--- src/rtl/tcg_pkg.sv ---
package tcg_pkg;
    localparam int CNT_W  = 16;
    localparam int N_TRIG = 4;

    typedef struct packed {
        logic en;
        logic run;
    } gate_t;

    typedef struct packed {
        logic [CNT_W-1:0] cnt;
        logic [CNT_W-1:0] cap;
    } ctr_t;
endpackage

--- src/rtl/tcg_edge_det.sv ---
module tcg_edge_det (
    input  logic clk,
    input  logic rst,
    input  logic sig_in,
    output logic rise
);
    logic prev_d, prev_q;

    always_comb begin
        prev_d = sig_in;
    end

    always_ff @(posedge clk) begin
        if (rst) prev_q <= 1'b0;
        else     prev_q <= prev_d;
    end

    assign rise = sig_in & ~prev_q;
endmodule

--- src/rtl/tcg_gate_latches.sv ---
module tcg_gate_latches
    import tcg_pkg::*;
#(
    parameter int NT = N_TRIG
) (
    input  logic          clk,
    input  logic          rst,
    input  logic          cmd_en,
    input  logic          cmd_dis,
    input  logic [NT-1:0] trig_vec,
    input  logic          auto_dis,
    input  logic          auto_stop,
    output logic          en,
    output logic          run,
    output logic          trig_hit
);
    gate_t g_d, g_q;
    logic  any_trig;

    always_comb begin
        any_trig = |trig_vec;
        trig_hit = any_trig & g_q.en;
        g_d      = g_q;
        // enable latch: any disable source beats the enable command
        if (cmd_dis || auto_dis)  g_d.en = 1'b0;
        else if (cmd_en)          g_d.en = 1'b1;
        // run latch only responds while enabled; trigger beats auto stop
        if (g_q.en) begin
            if (any_trig)         g_d.run = 1'b1;
            else if (auto_stop)   g_d.run = 1'b0;
        end
    end

    always_ff @(posedge clk) begin
        if (rst) g_q <= '0;
        else     g_q <= g_d;
    end

    assign en  = g_q.en;
    assign run = g_q.run;
endmodule

--- src/rtl/tcg_counter.sv ---
module tcg_counter
    import tcg_pkg::*;
#(
    parameter int W = CNT_W
) (
    input  logic         clk,
    input  logic         rst,
    input  logic         tick,
    input  logic         clear,
    input  logic         cap_evt,
    input  logic         cmp_on,
    input  logic [W-1:0] cmp_val,
    output logic [W-1:0] cnt,
    output logic [W-1:0] cap,
    output logic         cmp_evt
);
    localparam logic [W-1:0] ONE = {{(W-1){1'b0}}, 1'b1};

    typedef struct packed {
        logic [W-1:0] cnt;
        logic [W-1:0] cap;
    } st_t;

    st_t s_d, s_q;

    always_comb begin
        s_d     = s_q;
        cmp_evt = tick & cmp_on & (s_q.cnt == cmp_val);
        if (clear)     s_d.cnt = '0;
        else if (tick) s_d.cnt = s_q.cnt + ONE;
        if (cap_evt)   s_d.cap = s_q.cnt;
    end

    always_ff @(posedge clk) begin
        if (rst) s_q <= '0;
        else     s_q <= s_d;
    end

    assign cnt = s_q.cnt;
    assign cap = s_q.cap;
endmodule

--- src/rtl/tc_clock_gate.sv ---
module tc_clock_gate
    import tcg_pkg::*;
#(
    parameter int W = CNT_W
) (
    input  logic         clk,
    input  logic         rst,
    input  logic         sel_tick,
    input  logic         sw_enable,
    input  logic         sw_disable,
    input  logic         trig_sw,
    input  logic         trig_sync,
    input  logic         trig_ext,
    input  logic         trig_cmp,
    input  logic         mode_wave,
    input  logic         opt_dis_rb,
    input  logic         opt_stop_rb,
    input  logic         opt_dis_rc,
    input  logic         opt_stop_rc,
    input  logic [W-1:0] rc_value,
    input  logic         tiob_in,
    output logic         cnt_tick,
    output logic [W-1:0] count,
    output logic [W-1:0] rb_value,
    output logic         clk_status,
    output logic         running,
    output logic         rc_match,
    output logic         rb_load,
    output logic         tioa_oe,
    output logic         tiob_oe
);
    logic [N_TRIG-1:0] trig_vec;
    logic en, run, trig_hit, b_rise, auto_dis, auto_stop;

    always_comb begin
        trig_vec  = {trig_cmp, trig_ext, trig_sync, trig_sw};
        cnt_tick  = sel_tick & en & run;
        rb_load   = b_rise & ~mode_wave;
        auto_dis  = (rb_load & opt_dis_rb)  | (rc_match & opt_dis_rc);
        auto_stop = (rb_load & opt_stop_rb) | (rc_match & opt_stop_rc);
        tioa_oe   = mode_wave;
        tiob_oe   = mode_wave;
    end

    tcg_edge_det u_edge (
        .clk(clk), .rst(rst), .sig_in(tiob_in), .rise(b_rise)
    );

    tcg_gate_latches #(.NT(N_TRIG)) u_gate (
        .clk(clk), .rst(rst),
        .cmd_en(sw_enable), .cmd_dis(sw_disable),
        .trig_vec(trig_vec), .auto_dis(auto_dis), .auto_stop(auto_stop),
        .en(en), .run(run), .trig_hit(trig_hit)
    );

    tcg_counter #(.W(W)) u_ctr (
        .clk(clk), .rst(rst), .tick(cnt_tick), .clear(trig_hit),
        .cap_evt(rb_load), .cmp_on(mode_wave), .cmp_val(rc_value),
        .cnt(count), .cap(rb_value), .cmp_evt(rc_match)
    );

    assign clk_status = en;
    assign running    = run;
endmodule

--- config.mk ---
export PLATFORM = sky130hd
export DESIGN_NAME = tc_clock_gate
export DESIGN_NICKNAME = d
export VERILOG_FILES = /design/src/rtl/tcg_pkg.sv /design/src/rtl/tcg_edge_det.sv /design/src/rtl/tcg_gate_latches.sv /design/src/rtl/tcg_counter.sv /design/src/rtl/tc_clock_gate.sv
export SDC_FILE = /design/constraint.sdc
export NUM_CORES = 1
export LEC_CHECK = 0
export ABC_CLOCK_PERIOD_IN_PS = 3500
export BUFFER_PORTS_ARGS = -buffer_cell sky130_fd_sc_hd__buf_2
export CAP_MARGIN = 20
export CORE_ASPECT_RATIO = 0.5
export CORE_UTILIZATION = 25
export CTS_CLUSTER_DIAMETER = 150
export DETAILED_ROUTE_END_ITERATION = 12
export GPL_ROUTABILITY_DRIVEN = 0
export PLACE_DENSITY = 0.45
export RECOVER_POWER = 50
export SLEW_MARGIN = 20
export SYNTH_ARGS = -nofsm -noshare
export SYNTH_HDL_FRONTEND = slang
export SYNTH_SLANG_ARGS = --single-unit
--- constraint.sdc ---
create_clock -name clk -period 3.5 [get_ports clk]
set_input_delay 0 -clock clk [delete_from_list [all_inputs] [get_ports clk]]
set_output_delay 0 -clock clk [all_outputs]
set_load 0.05 [all_outputs]
==> results of run 1 <==
## report_power, final
group          internal [mW]  total (mW)  switching [mW]
clock                  0.277       0.431           0.154
combinational         0.0273      0.0768          0.0494
sequential             0.402       0.407         0.00509
## flip-flops by register name (all words and copies together) (netlist names)
signal	cells
u_ctr.cap	16
u_ctr.cnt	16
u_edge.prev_q	1
u_gate.en	1
u_gate.run	1
## metal layers
| metal | up-vias | part of all wire | routed length (um) | GRT usage |
|---|---|---|---|---|
| met3 | 4 | 0.063 | 310 | 0.0420 |
| li1 | 849 | - | - | - |
| met5 | - | 0 | 0 | 0 |
| met4 | 0 | 0.010 | 50 | 0.0568 |
| met1 | 781 | 0.47 | 2310 | 0.186 |
| met2 | 41 | 0.45 | 2210 | 0.224 |
## worst paths after layout
check | startpoint | end
hold / removal | opt_stop_rc | u_gate.run$_SDFFE_PP0P_
setup / recovery | tiob_in | u_gate.en$_SDFFE_PP0P_
setup reg to reg | u_edge.prev_q$_SDFF_PP0_ | u_gate.en$_SDFFE_PP0P_
hold reg to reg | u_ctr.cap[6]$_SDFFE_PP0N_ | u_ctr.cap[6]$_SDFFE_PP0N_
## logic make-up after synthesis
logic type / Yosys count / share of synthesized area
AOI/OAI and AO/OA: 40 / 0.139
DFF: 35 / 0.415
xor gates and xnor gates: 18 / 0.0933
and+or+nand+nor: 94 / 0.293
buffers and inverters: 19 / 0.0526
adders and majority gates: 1 / 0.00741
## cell usage in the layout, fill, tap and decap left out, drive strengths merged, types with 7 or more instances in the layout
master and n:
nand2 42, clkbuf 42, dfxtp 35, buf 33, a21oi 24, xnor2 14, nor2 11, inv 9
nand4 7
## cell type report
cell class | count | area (um^2) | share of cell area
clock buffer | 6 | 139 | 0.0625
multi-input combinational | 153 | 900 | 0.405
timing repair buffer | 72 | 330 | 0.149
clock inverter | 1 | 5.00 | 0.00225
tap | 88 | 110 | 0.0496
inverter | 9 | 36.3 | 0.0163
sequential | 35 | 701 | 0.315
## worst min-delay path: cells and delay by family
| kind | cells | cell delay [ns] |
|---|---|---|
| simple gates | 1 | 0.12 |
| compound gates | 1 | 0.09 |
| buf+inv | 1 | 0.07 |
==> qor.txt, run 1 <==
count leader, synth -> nand2_1
total power -> 0.915 mW
Fmax achieved -> 410 MHz
die height -> 60.1 um
Reg clk slew, reported paths -> 0.05 ns
layout filler cell count -> 683
CP max stage cell -> dlygate4sd3_1
Setup WS post-layout -> 1.06 ns
Clock Latency Late Sink -> 0.27 ns
Core ar. -> 0.00628 mm^2
routed vias/inst -> 4.60
Syn Area/Cell -> 8.16 um^2
Non-Filler Instances -> 364
Final Hold Slack -> 0.0558 ns
Worst path depth -> 7
DR DRC count -> 0
Gate Count Post-Synth -> 207
antenna viol nets, final -> 0
clk_skew -> 0.00172 ns
Initial Util -> 0.269
fin util -> 0.354
number of gates resized after cts -> 0
# rows -> 20
initial DRC count -> 51
length in cells of the worst reg-to-reg path -> 5
PortBufs -> 69
Setup crit start kind -> input port
Crit. End Element -> register
Critical Path RT -> 3.72 ns
Chip Width -> 118 um
Crit path top cell by count -> dlygate4sd3_1
leakage power -> 0.801 nW
Final Hold Vio Count -> 0
Nets -> 308
share of cells above drive strength 1 -> 0.181
max incr delay on CP -> 0.56 ns
Setup Crit Path Kind -> input port to register
top cells by area, synth -> dfxtp_1, nand2_1, xnor2_1
die area -> 0.00711 mm^2
top cells by count, synth -> nand2_1, dfxtp_1, a21oi_1
Peak VDD IR -> 184 uV
leading area contributor after synthesis -> dfxtp_1
GRT Overall Usage -> 0.143
largest net degree at the start of global routing -> 21
placed inst area -> 0.00209 mm^2
post-CTS setup buffers -> 0
Ant. Diodes -> 0
drt wl/cell -> 13.4 um
hold path cells -> 3
reg2reg setup slack -> 1.19 ns
measured slew at the worst slew-check pin -> 0.614 ns
first-pass iteration count of the detailed router -> 4
CP delay by family, top -> buffers and inverters
Mapped Nets -> 239
sequential element share of the synthesized area -> 0.415
vias in the first global route -> 1526
crit path DAT -> 2.65 ns
initial antenna violation count -> 0
HPWL Detailed -> 3690 um
# setup viols final -> 0
RSZ-0062 raised after global routing -> false
crit share post-route -> 0.696
Post-Place Cells -> 354
final instance area -> 0.00222 mm^2
clock buffer depth -> 2
Num CTS Buffers -> 5
FF+latch count, synth -> 35
min Tclk post-route -> 2.44 ns
crit-path cells -> dlygate4sd3_1 -> buf_2 -> or3b_1 -> inv_2 -> a2111o_1 -> a31oi_1 -> dlygate4sd3_1
Power Density -> 412 mW/mm^2
final WL -> 4880 um
CTS H-tree lvls -> 2
Final TNS setup -> 0 ns
P&R area growth vs syn -> 31.5%
CP bufs+invs -> 4
Cell variety after synth -> 40
TritonCTS clock tree -> built
Place WS -> 1.58 ns
clk sinks -> 35
num ports -> 70
post-synthesis async set-or-reset flop share -> 0
first-pass GRT wire length -> 7710 um
maxcap violations -> 0
crit-path max FO -> 19
Root Driver -> clkbuf_16
Most used DFF post-synth -> dfxtp_1
Worst Hold Class -> input port to register
Post-synth EDFFs -> 0
fin. max-slew vios -> 0
status -> finished, final reports clean
Synth Cell Area -> 0.00169 mm^2
CTS Hold Buffers Added -> 3
post-synth top area share -> 0.415
total congestion overflow -> 0
Ys Warns -> 0
routed vias -> 1675
Worst slew margin -> 0.591
Note: power is estimated with default switching activity, not from simulation.
==> run 2, diff against run 1 <==
- ABC_AREA: default -> 1
- ABC_CLOCK_PERIOD_IN_PS: 3500 -> 2000
- PLACE_DENSITY: 0.45 -> 0.46
- clock period: 3.5 -> 2 ns (I/O delays scaled with it)
==> qor.txt, run 2 <==
status -> finished, final reports clean
Initial Util -> 0.267 (-0.00186)
crit path DAT -> 1.90 ns (-0.75 ns)
largest net degree at the start of global routing -> 21 (unchanged)
post-synth top area share -> 0.380 (-0.0352)
CP max stage cell -> or4_1
HPWL Detailed -> 4710 um (+28%)
Ant. Diodes -> 0 (unchanged)
clk sinks -> 35 (unchanged)
leakage power -> 0.991 nW (+24%)
num ports -> 70 (unchanged)
total power -> 1.61 mW (+76%)
Reg clk slew, reported paths -> 0.06 ns (about the same)
maxcap violations -> 0 (unchanged)
Root Driver -> clkbuf_16
Setup WS post-layout -> 0.101 ns (-0.961 ns)
sequential element share of the synthesized area -> 0.380 (-0.0352)
Worst R2R Start -> u_ctr.cnt[0]$_SDFFE_PP0N_
drt wl/cell -> 13.2 um (-1.3%)
Core ar. -> 0.00691 mm^2 (+10%)
Gate power share -> 0.090 (+0.006)
final WL -> 5920 um (+21%)
total congestion overflow -> 0 (unchanged)
Place WS -> 0.255 ns (-1.32 ns)
Final Hold Slack -> 0.0327 ns (-0.0230 ns)
P&R area growth vs syn -> 32.5%
Critical R2R Capture -> u_ctr.cnt[14]$_SDFFE_PP0N_
crit share post-route -> 0.949
reg2reg setup slack -> 0.29 ns (-0.90 ns)
Crit. End Element -> output pin
crit-path max FO -> 8 (-11)
GRT Overall Usage -> 0.152 (+0.00923)
clk_skew -> 0.00449 ns (+0.00277 ns)
Most used DFF post-synth -> dfxtp_1
Num CTS Buffers -> 5 (unchanged)
max incr delay on CP -> 0.53 ns (-0.03 ns)
hold path cells -> 4 (+1)
CTS H-tree lvls -> 2 (unchanged)
length in cells of the worst reg-to-reg path -> 10 (+5)
Setup crit start kind -> register
Setup Crit Path Kind -> register to output pin
TritonCTS clock tree -> built
most common cell after layout, fill and taps aside -> nand2_1
count leader, synth -> nand2_1
Nets -> 386 (+25%)
Chip Width -> 124 um (+4.4%)
post-synthesis async set-or-reset flop share -> 0 (unchanged)
RSZ-0062 raised after global routing -> false
die area -> 0.00775 mm^2 (+9.0%)
Internal -> 1.21 mW (+72%)
vias in the first global route -> 1748 (+15%)
Critical Path RT -> 2.00 ns (-1.72 ns)
clock share of power -> 0.472 (about the same)
NetSw -> 0.397 mW (+91%)
die height -> 62.8 um (+4.4%)
routed vias/inst -> 4.42 (-3.9%)
min Tclk post-route -> 1.90 ns
Seq pwr share -> 0.438 (-0.007)
initial DRC count -> 150 (+190%)
Fmax achieved -> 527 MHz
crit path launch -> u_ctr.cnt[7]$_SDFFE_PP0N_
initial antenna violation count -> 0 (unchanged)
Seq. cell area -> 703 um^2 (+0.36%)
fin. max-slew vios -> 0 (unchanged)
Clock Latency Late Sink -> 0.28 ns (about the same)
leading area contributor after synthesis -> dfxtp_1
share of cells above drive strength 1 -> 0.194 (+0.0132)
clock buffer depth -> 2 (unchanged)
Power Density -> 659 mW/mm^2 (+60%)
antenna viol nets, final -> 0 (unchanged)
measured slew at the worst slew-check pin -> 0.612 ns (-0.00184 ns)
post-CTS setup buffers -> 0 (unchanged)
Post-Place Cells -> 437 (+23%)
area occupied by multi-input gates -> 977 um^2 (+8.6%)
top cells by count, synth -> nand2_1, dfxtp_1, inv_1
crit-path cells -> inv_1 -> nand2_1 -> o21ai_0 -> or4_1 -> nor2_2 -> buf_2
leading cell types in the layout, fill and taps excluded -> nand2_1, buf_2, clkbuf_1, dfxtp_1, inv_1
Peak VDD IR -> 269 uV (+46%)
PortBufs -> 69 (unchanged)
routed vias -> 1976 (+18%)
Syn Area/Cell -> 6.66 um^2 (-18%)
Non-Filler Instances -> 447 (+23%)
Mapped Nets -> 309 (+29%)
DR DRC count -> 0 (unchanged)
Post-synth EDFFs -> 0 (unchanged)
Worst Hold Class -> input port to register
CP delay by family, top -> simple AND/OR/NAND/NOR gates
FF+latch count, synth -> 35 (unchanged)
CP bufs+invs -> 2 (-2)
sw frac -> 0.247 (+0.0190)
first-pass iteration count of the detailed router -> 4 (unchanged)
Synth Cell Area -> 0.00185 mm^2 (+9.3%)
first-pass GRT wire length -> 8850 um (+15%)
Worst slew margin -> 0.594 (+0.00297)
Final Hold Vio Count -> 0 (unchanged)
Final TNS setup -> 0 ns (unchanged)
Cell variety after synth -> 34 (-15%)
# rows -> 21 (+5.0%)
top cells by area, synth -> dfxtp_1, nand2_1, a21oi_1
Gate Count Post-Synth -> 277 (+34%)
Worst setup endpoint -> rc_match
layout filler cell count -> 815 (+19%)
Ys Warns -> 0 (unchanged)
Worst path depth -> 6 (-1)
# setup viols final -> 0 (unchanged)
run 2: cell types whose count changed after synthesis, sizes merged, moves of 3 or more:
cell / previous run / this run
nand2: 42 / 93
inv: 9 / 37
nor2: 11 / 30
xnor2: 14 / 3
a21oi: 24 / 30
nor2b: 6 / 0
nand3: 6 / 11
or3: 4 / 0
a31oi: 3 / 0
and2: 3 / 0
and4: 3 / 0
nand2b: 3 / 0
nand4: 7 / 4
o21ai: 5 / 8
run 2: power by group through the flow:
| stage | sequential (mW) | clock (mW) | combinational, mW |
|---|---|---|---|
| 5_1_grt | 0.705 | 0.804 | 0.161 |
| 4_1_cts | 0.705 | 0.769 | 0.147 |
| 3_5_place_dp | 0.720 | 0 | 0.144 |
| 2_1_floorplan | 0.728 | 0 | 0.0759 |
| 6_report | 0.705 | 0.760 | 0.145 |
| 3_3_place_gp | 0.720 | 0 | 0.144 |
run 2: layout make-up:
type,count,area share
clock buffers,6,0.0527
clock inverters,2,0.00512
flip-flops and latches,35,0.288
repair buffers,77,0.151
inverters,37,0.0568
multi-input cells,198,0.400
well taps,92,0.0471
run 2: timing repair:
action                                 in CTS  in global routing
setup endpoints to repair                   1                  0
hold buffers                                2                  0
endpoints found under the hold margin       2                  0
resized for setup                           1                  0
run 2: worst min path at each step:
stage                           from                        to  slack [ns]
after detailed placement     tiob_in  u_edge.prev_q$_SDFF_PP0_        0.25
final                     sw_disable    u_gate.en$_SDFFE_PP0P_        0.03
after floorplan              tiob_in  u_edge.prev_q$_SDFF_PP0_        0.12
after global placement       tiob_in  u_edge.prev_q$_SDFF_PP0_        0.24
after global routing      sw_disable    u_gate.en$_SDFFE_PP0P_        0.05
after CTS                 sw_disable    u_gate.en$_SDFFE_PP0P_        0.03
run 2: cells by family (layout without fill, tap and decap cells):
family	count (synthesis)	after routing	share of synthesized area
fa+ha+maj	1	1	0.00678
compound gates	44	44	0.129
buf+inv	44	122	0.0949
flops	35	35	0.380
simple gates	148	148	0.365
xor+xnor	5	5	0.0237
run 2: metrics by stage:
stage	instance area [um^2]	util
3_5_place_dp	2320	0.336
4_1_cts	2490	0.360
3_3_place_gp	2320	0.336
2_1_floorplan	1850	-
6_report	2440	0.354
5_1_grt	2440	0.354
run 2: worst min-delay path: stages:
cell      delay [ns]
buf_2           0.07
nor2_1          0.03
o211ai_1        0.11
a41oi_1         0.05
run 2: per-layer routing:
layer  GRT usage  part of all wire
met5           0                 0
met4      0.0361            0.0061
met3      0.0356             0.061
met2       0.214              0.41
met1       0.228              0.52
==> run 3, diff against run 2 <==
- ABC_CLOCK_PERIOD_IN_PS: 2000 -> 1900
- PLACE_DENSITY: 0.46 -> 0.44
- clock period: 2 -> 1.9 ns (I/O delays scaled with it)
==> qor.txt, run 3 (same netlist as run 2, synthesis figures left out) <==
Fmax achieved -> 564 MHz
TritonCTS clock tree -> built
Ant. Diodes -> 0 (unchanged)
post-CTS setup buffers -> 0 (unchanged)
die area -> 0.00775 mm^2 (unchanged)
fin util -> 0.357 (+0.00362)
measured slew at the worst slew-check pin -> 0.645 ns (+0.0331 ns)
fin. max-slew vios -> 0 (unchanged)
die height -> 62.8 um (unchanged)
leakage power -> 0.995 nW (+0.39%)
routed vias -> 1956 (-1.0%)
Worst Hold Class -> input port to register
crit-path cells -> inv_1 -> nand2_1 -> nand4_1 -> or4_1 -> nor2_2 -> buf_4
final WL -> 5930 um (+0.12%)
total congestion overflow -> 0 (unchanged)
first-pass iteration count of the detailed router -> 4 (unchanged)
Setup crit start kind -> register
Peak VDD IR -> 311 uV (+16%)
RSZ-0062 raised after global routing -> false
layout filler cell count -> 769 (-5.6%)
Initial Util -> 0.267 (unchanged)
Core ar. -> 0.00691 mm^2 (unchanged)
Reg clk slew, reported paths -> 0.06 ns (about the same)
drt wl/cell -> 13.2 um (-0.11%)
Nets -> 387 (+0.26%)
crit path DAT -> 1.77 ns (-0.13 ns)
largest net degree at the start of global routing -> 21 (unchanged)
DR DRC count -> 0 (unchanged)
initial DRC count -> 122 (-19%)
Critical Path RT -> 1.90 ns (-0.10 ns)
Final Hold Vio Count -> 0 (unchanged)
crit share post-route -> 0.933
Clock Latency Late Sink -> 0.28 ns (about the same)
# setup viols final -> 0 (unchanged)
Setup Crit Path Kind -> register to output pin
first-pass GRT wire length -> 9110 um (+3.0%)
Non-Filler Instances -> 448 (+0.22%)
share of cells above drive strength 1 -> 0.197 (+0.00226)
clk sinks -> 35 (unchanged)
Power Density -> 710 mW/mm^2 (+7.7%)
min Tclk post-route -> 1.77 ns
status -> finished, final reports clean
Chip Width -> 124 um (unchanged)
# rows -> 21 (unchanged)
maxcap violations -> 0 (unchanged)
max incr delay on CP -> 0.49 ns (-0.04 ns)
GRT Overall Usage -> 0.156 (+0.00442)
most common cell after layout, fill and taps aside -> nand2_1
antenna viol nets, final -> 0 (unchanged)
clock buffer depth -> 2 (unchanged)
Worst slew margin -> 0.572 (-0.0220)
Crit. End Element -> output pin
vias in the first global route -> 1794 (+2.6%)
Num CTS Buffers -> 5 (unchanged)
reg2reg setup slack -> 0.29 ns (about the same)
Root Driver -> clkbuf_16
clk_skew -> 0.00671 ns (+0.00221 ns)
num ports -> 70 (unchanged)
crit-path max FO -> 5 (-3)
P&R area growth vs syn -> 33.8%
HPWL Detailed -> 4740 um (+0.72%)
CP max stage cell -> or4_1
routed vias/inst -> 4.37 (-1.2%)
CTS H-tree lvls -> 2 (unchanged)
PortBufs -> 69 (unchanged)
Post-Place Cells -> 438 (+0.23%)
initial antenna violation count -> 0 (unchanged)
leading cell types in the layout, fill and taps excluded -> nand2_1, clkbuf_1, inv_1, buf_2
-- run 3: where the power goes --
part | switching [mW] | internal, mW
Clock | 0.300 | 0.558
Combinational | 0.0965 | 0.0551
Sequential | 0.00450 | 0.738
-- run 3: path summary, 6_finish.rpt --
check | from | to | depth (start not counted)
worst max register to register | u_ctr.cnt[0]$_SDFFE_PP0N_ | u_ctr.cnt[14]$_SDFFE_PP0N_ | 10
worst min-delay path | sw_disable | u_gate.en$_SDFFE_PP0P_ | 4
worst min register to register | u_ctr.cap[10]$_SDFFE_PP0N_ | u_ctr.cap[10]$_SDFFE_PP0N_ | 2
worst max-delay path | u_ctr.cnt[11]$_SDFFE_PP0N_ | rc_match | 6
-- run 3: through the flow --
stage | instance area, um^2 | power (mW) | hold WS [ns] | worst slack, ns | setup TNS, ns
3_5_place_dp | 2330 | 0.910 | 0.243 | 0.290 | 0
2_1_floorplan | 1850 | 0.846 | 0.125 | -0.0202 | -0.0202
5_1_grt | 2470 | 1.83 | 0.0594 | 0.0103 | 0
3_3_place_gp | 2330 | 0.909 | 0.230 | 0.312 | 0
4_1_cts | 2510 | 1.77 | 0.0463 | 0.0270 | 0
6_report | 2470 | 1.75 | 0.0435 | 0.128 | 0
-- run 3: layout make-up --
type	count	area, um^2	share of cell area
multi-input combinational	198	977	0.396
sequential	35	707	0.286
timing repair buffer	78	375	0.152
clock buffer	8	156	0.0633
inverter	37	139	0.0562
tap	92	115	0.0466
-- run 3: critical path: cells and delay by family (launching register included) --
kind / cells / cell delay [ns]
and+or+nand+nor: 4 / 0.79
DFF: 1 / 0.39
buffers and inverters: 2 / 0.32
-- run 3: timing repair --
| item | CTS | global route |
|---|---|---|
| hold endpoints to repair | 2 | 0 |
| gates resized for setup | 0 | 3 |
| hold buffers | 2 | 0 |
| setup endpoints to repair | 0 | 1 |
-- run 3: layer usage --
layer	track usage	wire, um	vias to the layer above	share of wire
li1	-	-	1033	-
met1	0.229	2960	881	0.50
met2	0.226	2610	38	0.44
met3	0.0319	292	4	0.049
met4	0.0497	65	0	0.011
met5	0	0	-	0
